File: config.mk
export PLATFORM = sky130hd
export DESIGN_NAME = quad_pos_counter
export DESIGN_NICKNAME = d
export VERILOG_FILES = /design/src/rtl/quad_pos_pkg.sv /design/src/rtl/quad_phase_fsm.sv /design/src/rtl/quad_step_sel.sv /design/src/rtl/quad_count_reg.sv /design/src/rtl/quad_pos_counter.sv
export SDC_FILE = /design/constraint.sdc
export NUM_CORES = 1
export LEC_CHECK = 0
export ABC_AREA = 0
export BUFFER_PORTS_ARGS = -buffer_cell sky130_fd_sc_hd__buf_2
export CORE_AREA = 3 3 116 107
export CTS_CLUSTER_DIAMETER = 40
export DETAILED_ROUTE_END_ITERATION = 8
export DIE_AREA = 0 0 119 110
export GPL_ROUTABILITY_DRIVEN = 0
export SLEW_MARGIN = 20
export SYNTH_ARGS = -nofsm -noshare
export SYNTH_HDL_FRONTEND = slang
export SYNTH_SLANG_ARGS = --single-unit
File: constraint.sdc
create_clock -name clk -period 5.9 [get_ports clk]
set_input_delay 1.475 -clock clk [delete_from_list [all_inputs] [get_ports clk]]
set_output_delay 1.475 -clock clk [all_outputs]
set_load 0.005 [all_outputs]
File: src/rtl/quad_pos_pkg.sv
package quad_pos_pkg;

    // Phase state encoded as {A,B}
    typedef enum logic [1:0] {
        PH_00 = 2'b00,
        PH_01 = 2'b01,
        PH_10 = 2'b10,
        PH_11 = 2'b11
    } qphase_t;

    typedef enum logic [1:0] {
        MV_HOLD = 2'd0,
        MV_FWD  = 2'd1,
        MV_REV  = 2'd2,
        MV_SKIP = 2'd3
    } qmove_t;

    typedef enum logic [1:0] {
        CM_ONE  = 2'd0,
        CM_TWO  = 2'd1,
        CM_FOUR = 2'd2,
        CM_RSVD = 2'd3
    } cmode_t;

    // Successor of a phase when A leads B
    function automatic qphase_t fwd_next(input qphase_t s);
        qphase_t n;
        case (s)
            PH_00:   n = PH_10;
            PH_10:   n = PH_11;
            PH_11:   n = PH_01;
            default: n = PH_00;
        endcase
        return n;
    endfunction

endpackage

File: src/rtl/quad_phase_fsm.sv
module quad_phase_fsm
    import quad_pos_pkg::*;
(
    input  logic    clk,
    input  logic    ch_a,
    input  logic    ch_b,
    output qphase_t ph_prev,
    output qphase_t ph_now,
    output qmove_t  move
);

    qphase_t state_q;
    qphase_t obs;

    assign obs = qphase_t'({ch_a, ch_b});

    // State register: always follows the sampled pair, also during reset
    always_ff @(posedge clk) begin
        state_q <= obs;
    end

    // Move classification
    always_comb begin
        if (obs == state_q)
            move = MV_HOLD;
        else if (obs == fwd_next(state_q))
            move = MV_FWD;
        else if (state_q == fwd_next(obs))
            move = MV_REV;
        else
            move = MV_SKIP;
    end

    assign ph_prev = state_q;
    assign ph_now  = obs;

endmodule

File: src/rtl/quad_step_sel.sv
module quad_step_sel
    import quad_pos_pkg::*;
(
    input  logic [1:0] mode_raw,
    input  qphase_t    ph_prev,
    input  qphase_t    ph_now,
    input  qmove_t     move,
    output logic       inc,
    output logic       dec
);

    cmode_t mode;
    logic   is_fwd;
    logic   is_rev;
    logic   a_flip;

    assign mode   = cmode_t'(mode_raw);
    assign is_fwd = (move == MV_FWD);
    assign is_rev = (move == MV_REV);
    assign a_flip = (ph_prev[1] != ph_now[1]);

    always_comb begin
        unique case (mode)
            CM_ONE: begin
                inc = is_fwd && (ph_prev == PH_00);
                dec = is_rev && (ph_prev == PH_10);
            end
            CM_TWO: begin
                inc = is_fwd && a_flip;
                dec = is_rev && a_flip;
            end
            CM_FOUR, CM_RSVD: begin
                inc = is_fwd;
                dec = is_rev;
            end
        endcase
    end

endmodule

File: src/rtl/quad_count_reg.sv
module quad_count_reg #(
    parameter int POS_W = 32
) (
    input  logic             clk,
    input  logic             rst,
    input  logic [POS_W-1:0] home_val,
    input  logic             reload,
    input  logic             inc,
    input  logic             dec,
    input  logic             skip,
    input  logic             snap,
    output logic [POS_W-1:0] pos,
    output logic [POS_W-1:0] held,
    output logic             err
);

    localparam logic [POS_W-1:0] ONE = POS_W'(1);

    always_ff @(posedge clk) begin
        if (rst)
            pos <= home_val;
        else if (reload)
            pos <= home_val;
        else if (inc)
            pos <= pos + ONE;
        else if (dec)
            pos <= pos - ONE;
    end

    always_ff @(posedge clk) begin
        if (rst)
            err <= 1'b0;
        else if (skip)
            err <= 1'b1;
    end

    always_ff @(posedge clk) begin
        if (rst)
            held <= '0;
        else if (snap)
            held <= pos;
    end

endmodule

File: src/rtl/quad_pos_counter.sv
module quad_pos_counter
    import quad_pos_pkg::*;
#(
    parameter int POS_W = 32
) (
    input  logic             clk,
    input  logic             rst,
    input  logic             chan_a,
    input  logic             chan_b,
    input  logic             chan_z,
    input  logic [1:0]       cnt_mode,
    input  logic [POS_W-1:0] home_val,
    input  logic [1:0]       idx_phase,
    input  logic             idx_en,
    input  logic             snap,
    output logic [POS_W-1:0] pos_live,
    output logic [POS_W-1:0] pos_held,
    output logic             seq_err
);

    qphase_t ph_prev;
    qphase_t ph_now;
    qmove_t  move;
    logic    inc;
    logic    dec;
    logic    reload;

    quad_phase_fsm u_fsm (
        .clk     (clk),
        .ch_a    (chan_a),
        .ch_b    (chan_b),
        .ph_prev (ph_prev),
        .ph_now  (ph_now),
        .move    (move)
    );

    quad_step_sel u_sel (
        .mode_raw (cnt_mode),
        .ph_prev  (ph_prev),
        .ph_now   (ph_now),
        .move     (move),
        .inc      (inc),
        .dec      (dec)
    );

    assign reload = idx_en && chan_z && (ph_now == qphase_t'(idx_phase));

    quad_count_reg #(.POS_W(POS_W)) u_cnt (
        .clk      (clk),
        .rst      (rst),
        .home_val (home_val),
        .reload   (reload),
        .inc      (inc),
        .dec      (dec),
        .skip     (move == MV_SKIP),
        .snap     (snap),
        .pos      (pos_live),
        .held     (pos_held),
        .err      (seq_err)
    );

endmodule

# --- Word level (Yosys, flattened, before mapping) ---
# Index checks and enable logic that the tools add are counted.
word_totals:
  ff_bits: 67
  latch_bits: 0
  mem_bits_rw: 0
  mem_bits_ro: 0
  in_bits: 43
  out_inout_bits: 65
  wordCells: 46
  n_memories: 0
classes:
  addsub: 2
  multipliers: 0
  div: 0
  n_lt_le_gt_ge: 0
  n_eq_ne: 15
  shift: 0
  muxes: 14
  n_bitwise: 0
  n_reduce_logical: 11
op_table:
  columns: ["op", "n"]
  rows:
  - ["32-bit 2-to-1 mux", 4]
  - ["32-bit by 1-bit adder with 32-bit output, second input constant", 1]
  - ["32-bit by 1-bit subtractor with 32-bit output, second input constant", 1]
  - ["2-bit == test, second input constant", 8]
  - ["2-bit case mux with 3 select lines", 2]
  - ["2-bit 2-to-1 mux", 5]
  - ["2-bit == test", 4]
  - ["1-bit logical AND", 6]
  - ["2-bit zero test", 3]
  - ["1-bit case mux with 3 select lines", 2]
  - ["2-bit by 1-bit == test with 1-bit output, second input constant", 2]
  - ["4-bit nonzero test", 1]
  - ["2-bit OR reduction", 1]
  - ["1-bit 2-to-1 mux", 1]
  - ["1-bit inequality test", 1]

# --- Longest topological paths before layout ---
logic_depth:
  depth_word: 17
  ltp_mapped: 18
  mapped_depth_nobuf: 13

# --- By module ---
# Synthesis repeated with hierarchy kept, for this count alone.
hier_totals:
  hier_cells: 492
  hier_area_um2: 4366.7
modules_own_cells:
  columns: ["mod", "instances", "cells_each", "area_per_inst_um2", "seq_area_each_um2"]
  rows:
  - ["quad_count_reg", 1, 465, 4169.0, 1621.6]
  - ["quad_phase_fsm", 1, 13, 110.1, 40.0]
  - ["quad_step_sel", 1, 9, 50.0, 0.0]
  - ["quad_pos_counter", 1, 5, 37.5, 0.0]

# --- Least setup slack after synthesis ---
# OpenSTA, ideal clock, no wires.
synth_timing:
  path_type: "in2reg"
  from: "in chan_a"
  to: "reg u_cnt.pos[28] (data pin)"
  setup_time_ns: 0.261
  arrival_time_ns: 4.499
  required_time_ns: 5.639
  setup_slack_ns: 1.140
  path_stages: 18
  n_path_buf: 5
  path_cell_list: "buf_6 > nand2b_4 > a2bb2oi_2 > o21ai_2 > buf_6 > buf_6 > buf_4 > buf_2 > xnor2_1 > ha_1 > nor3_1 > a21o_1 > a221oi_2 > o22ai_1 > a32o_1 > nor4_1 > a21o_1 > nand3_1"
synth_via:
  elab_chain_cells: 14
  elab_cells_between_ends: 22
  cone_classes: "eq/ne: 8; mux: 10; reduce/logical: 4"
synth_rtl:
  columns: ["item", "line", "source"]
  rows:
  - ["start: declaration", "quad_pos_counter.sv:8", "input logic chan_a,"]
  - ["2-bit == test or 2-bit zero test (tied branches)", "quad_pos_pkg.sv:28", "case (s)"]
  - ["2-bit case mux with 3 select lines", "quad_pos_pkg.sv:28", null]
  - ["2-bit 2-to-1 mux", "quad_phase_fsm.sv:26", "else if (obs == fwd_next(state_q))"]
  - ["2-bit 2-to-1 mux", "quad_phase_fsm.sv:24", "if (obs == state_q)"]
  - ["2-bit == test", "quad_phase_fsm.sv:28", "else if (state_q == fwd_next(obs))"]
  - ["1-bit 2-to-1 mux", "quad_phase_fsm.sv:28", null]
  - ["2-bit 2-to-1 mux", "quad_phase_fsm.sv:26", null]
  - ["2-bit 2-to-1 mux", "quad_phase_fsm.sv:24", null]
  - ["2-bit by 1-bit == test with 1-bit output", "quad_step_sel.sv:18", "assign is_fwd = (move == MV_FWD);"]
  - ["1-bit logical AND, on equally long branches", "quad_step_sel.sv:29, quad_step_sel.sv:25", null]
  - ["1-bit case mux with 3 select lines", "quad_step_sel.sv:23", "unique case (mode)"]
  - ["32-bit 2-to-1 mux", "quad_count_reg.sv:24", "else if (inc)"]
  - ["32-bit 2-to-1 mux *", "quad_count_reg.sv:22", "else if (reload)"]
  - ["32-bit 2-to-1 mux *", "quad_count_reg.sv:20", "if (rst)"]
  - ["end signal: assignment", "quad_count_reg.sv:21", "pos <= home_val;"]
  - ["end signal: assignment", "quad_count_reg.sv:23", "pos <= home_val;"]
  - ["end signal: assignment", "quad_count_reg.sv:25", "pos <= pos + ONE;"]
  - ["end: declaration", "quad_count_reg.sv:12", "output logic [POS_W-1:0] pos,"]
# Every way passes the cells marked *; elsewhere a longest branch is shown, timed or not. The select of a mux whose other input is x is not followed.
# A chain may end at the register's enable or synchronous reset.

# --- Worst setup path in the final report ---
# Same ends and word-level chain as after synthesis.

==> impl_metrics.toml <==
[detailed_routing]
ant_nets = 0
viasPerCell = 5.47
wl_per_cell_um = 16.8
drt_iter0_drc = 417
dr.pass1.iters = 5
vias = 4061
drc = 0
totalWireLength_um = 12500

[clock_tree]
insertion_delay_ns = 0.33
post_cts_buffers = 0
cts_tree = "done"
path_clk_slew_ns = 0.06
cts-buffers-inserted = 9
cts_sinks = 67
cts-htree-levels = 3
holdBufCountCts = 0
cts_resized = 0
clock-root-buffer = "clkbuf_16"
clockBufferDepth = 2

[worst_hold_path]
hp-class = "flip-flop to flip-flop"
hold_end = "u_cnt.held[17]"
hold_depth = 2
hp-start = "u_cnt.held[17]"

[yosys]
yosys_warnings = 0
synth.area.top_cells = "edfxtp_1 (22%), dfxtp_1 (16%), mux2i_1 (9.0%)"
synth-seq-area-share_pct = 37.3
synth.most_common_cell = "nor2_1"
synthTopCellsByCount = "nor2_1 (61), nand2_1 (58), mux2i_1 (40)"
yosysTopAreaCellShare_pct = 21.6
synth-async-reset-ratio_pct = 0
netlist_area_um2 = 4450
synth-main-ff-cell = "dfxtp_1"
synth_edf_count = 32
avgSynthCellArea_um2 = 8.76
postSynthCellCount = 508
syn_nets = 552
yosysUniqueCellTypes = 73
synth_largest_area_cell = "edfxtp_1"
ys_seq_elements = 67

[critical_path]
required_ns = 5.98
rrSetupSlack_ns = 2.45
r2r_end = "u_cnt.pos[28]"
startpoint_type = "input port"
r2r_start = "u_fsm.ph_prev[0]"
endpoint_kind = "flip-flop"
reg2regPathDepth = 13
crit_fanout = 7
crit_arrival_ns = 4.33
setup.worst_path.class = "input port to flip-flop"

[die]
core-area_um2 = 11300
start_util_pct = 39.2
die_w_um = 119
rows = 37
ios = 108
design.die.area_um2 = 13100
die_h_um = 110

[sta]
worst_pin_slew_ns = 1.02
slew_headroom_pct = 32.1
fin_skew_ns = 0.00739
layout_worst_path_cycle_share_pct = 72.0
hold_viol_final = 0
fmax_mhz = 235
rsz0062_at_grt = "no"
drv_slew = 0
final.setup.tns_ns = 0
fin_crit_ns = 4.25
setup_viol_count_final = 0

[cells_and_area]
fin_cells = 742
area_growth_pct = 18.8
antenna_cells = 0
drive_gt1_share_pct = 26.3
finalNetCount = 625
finish.utilization_pct = 46.6

[power]
powerDensity_nw_per_um2 = 308
p_leak_nw = 2.20
vdd_drop_max_uv = 119

[run_status]
status = "finished clean"

[global_route]
gr-total-overflow = 0
grt_max_degree = 64
grtUsageTotal_pct = 19.0
antenna_found_initial = 0
grt_pass1_vias = 3740
grt_pass1_wl_um = 20000

[placed_design]
dpl.cell_count = 726
io_buffer_count = 107
post-dp-hpwl_um = 8730

[flow_run]
drv_cap = 0
layer usage:
| layer | vias to the layer above | share of wire, % | GRT usage (%) |
|---|---|---|---|
| met5 | - | 0 | 0 |
| met4 | 0 | 1.8 | 6.62 |
| met3 | 19 | 5.9 | 3.98 |
| met2 | 156 | 44 | 27.6 |
| met1 | 1912 | 48 | 28.0 |
| li1 | 1974 | - | - |
flip-flops by register name, summed over array words and instances (netlist names):
register / flops
u_cnt.err: 1
u_cnt.held: 32
u_fsm.ph_prev: 2
u_cnt.pos: 32
cell usage in the layout, fill, tap and decap left out, drive strengths merged, types with 3 or more instances in the layout:
| cell | n |
|---|---|
| o31ai | 3 |
| clkbuf | 13 |
| inv | 6 |
| edfxtp | 32 |
| mux2i | 40 |
| o21a | 3 |
| o21ai | 39 |
| nand2 | 58 |
| nor4b | 4 |
| a211o | 3 |
| a21oi | 5 |
| nor4 | 15 |
| nor3 | 15 |
| nor2 | 62 |
| buf | 111 |
| nand3 | 24 |
| o211ai | 3 |
| dfxtp | 35 |
| or3 | 9 |
| and3 | 9 |
| xor2 | 6 |
| nand4 | 12 |
| o22ai | 4 |
| xnor2 | 32 |
power breakdown:
group	internal (mW)	switching [mW]
clock network	0.376	0.204
logic	0.168	0.195
registers	0.563	0.125
per-stage QoR:
step                      power (mW)  hold WS (ns)  area, µm²  setup slack (ns)
after floorplan                0.919         0.463       4450              1.14
after CTS                       1.64         0.490       5290              1.64
after global routing            1.72         0.521       5290              1.38
after detailed placement        1.06         0.474       4960              1.30
after global placement          1.05         0.451       4960              1.43
final                           1.63         0.482       5290              1.65
worst max-delay path by stage:
stage | from | to | slack (ns) | depth (start not counted)
after detailed placement | chan_a | u_cnt.pos[28] | 1.30 | 14
after floorplan | chan_a | u_cnt.pos[28] | 1.14 | 18
after global placement | chan_a | u_cnt.pos[28] | 1.43 | 14
after CTS | chan_a | u_cnt.pos[28] | 1.64 | 14
after global routing | chan_a | u_cnt.pos[28] | 1.38 | 14
final | chan_a | u_cnt.pos[28] | 1.65 | 14
worst max-delay path, cell delays in order:
cell and delay [ns]:
buf_2 0.17, and3b_1 0.21, o21ai_2 0.18, o21ai_2 0.09, xnor2_1 0.14, ha_1 0.25, nor3_1 0.07, a21o_1 0.17
a221oi_2 0.42, o22ai_1 0.19, a32o_1 0.35, nor4_1 0.41, a21o_1 0.13, nand3_1 0.06
logic make-up (layout without fill, tap and decap cells):
group	count (synthesis)	after routing	synth area share, %
DFF	67	67	37.3
muxes	42	42	9.50
adders and majority gates	1	1	0.281
and+or+nand+nor	221	221	25.4
xor gates and xnor gates	38	38	7.48
AOI/OAI and AO/OA	85	85	14.0
buffers and inverters	54	132	6.02
layout make-up:
type                            instances  area, µm²
Clock buffer                           13        282
Multi-Input combinational cell        387       2520
Clock inverter                          3       41.3
Fill cell                            1127       6050
Inverter                                5       18.8
Tap cell                              156        195
Timing Repair Buffer                  111        566
Sequential cell                        67       1660
(Power assumes the default switching activity.)
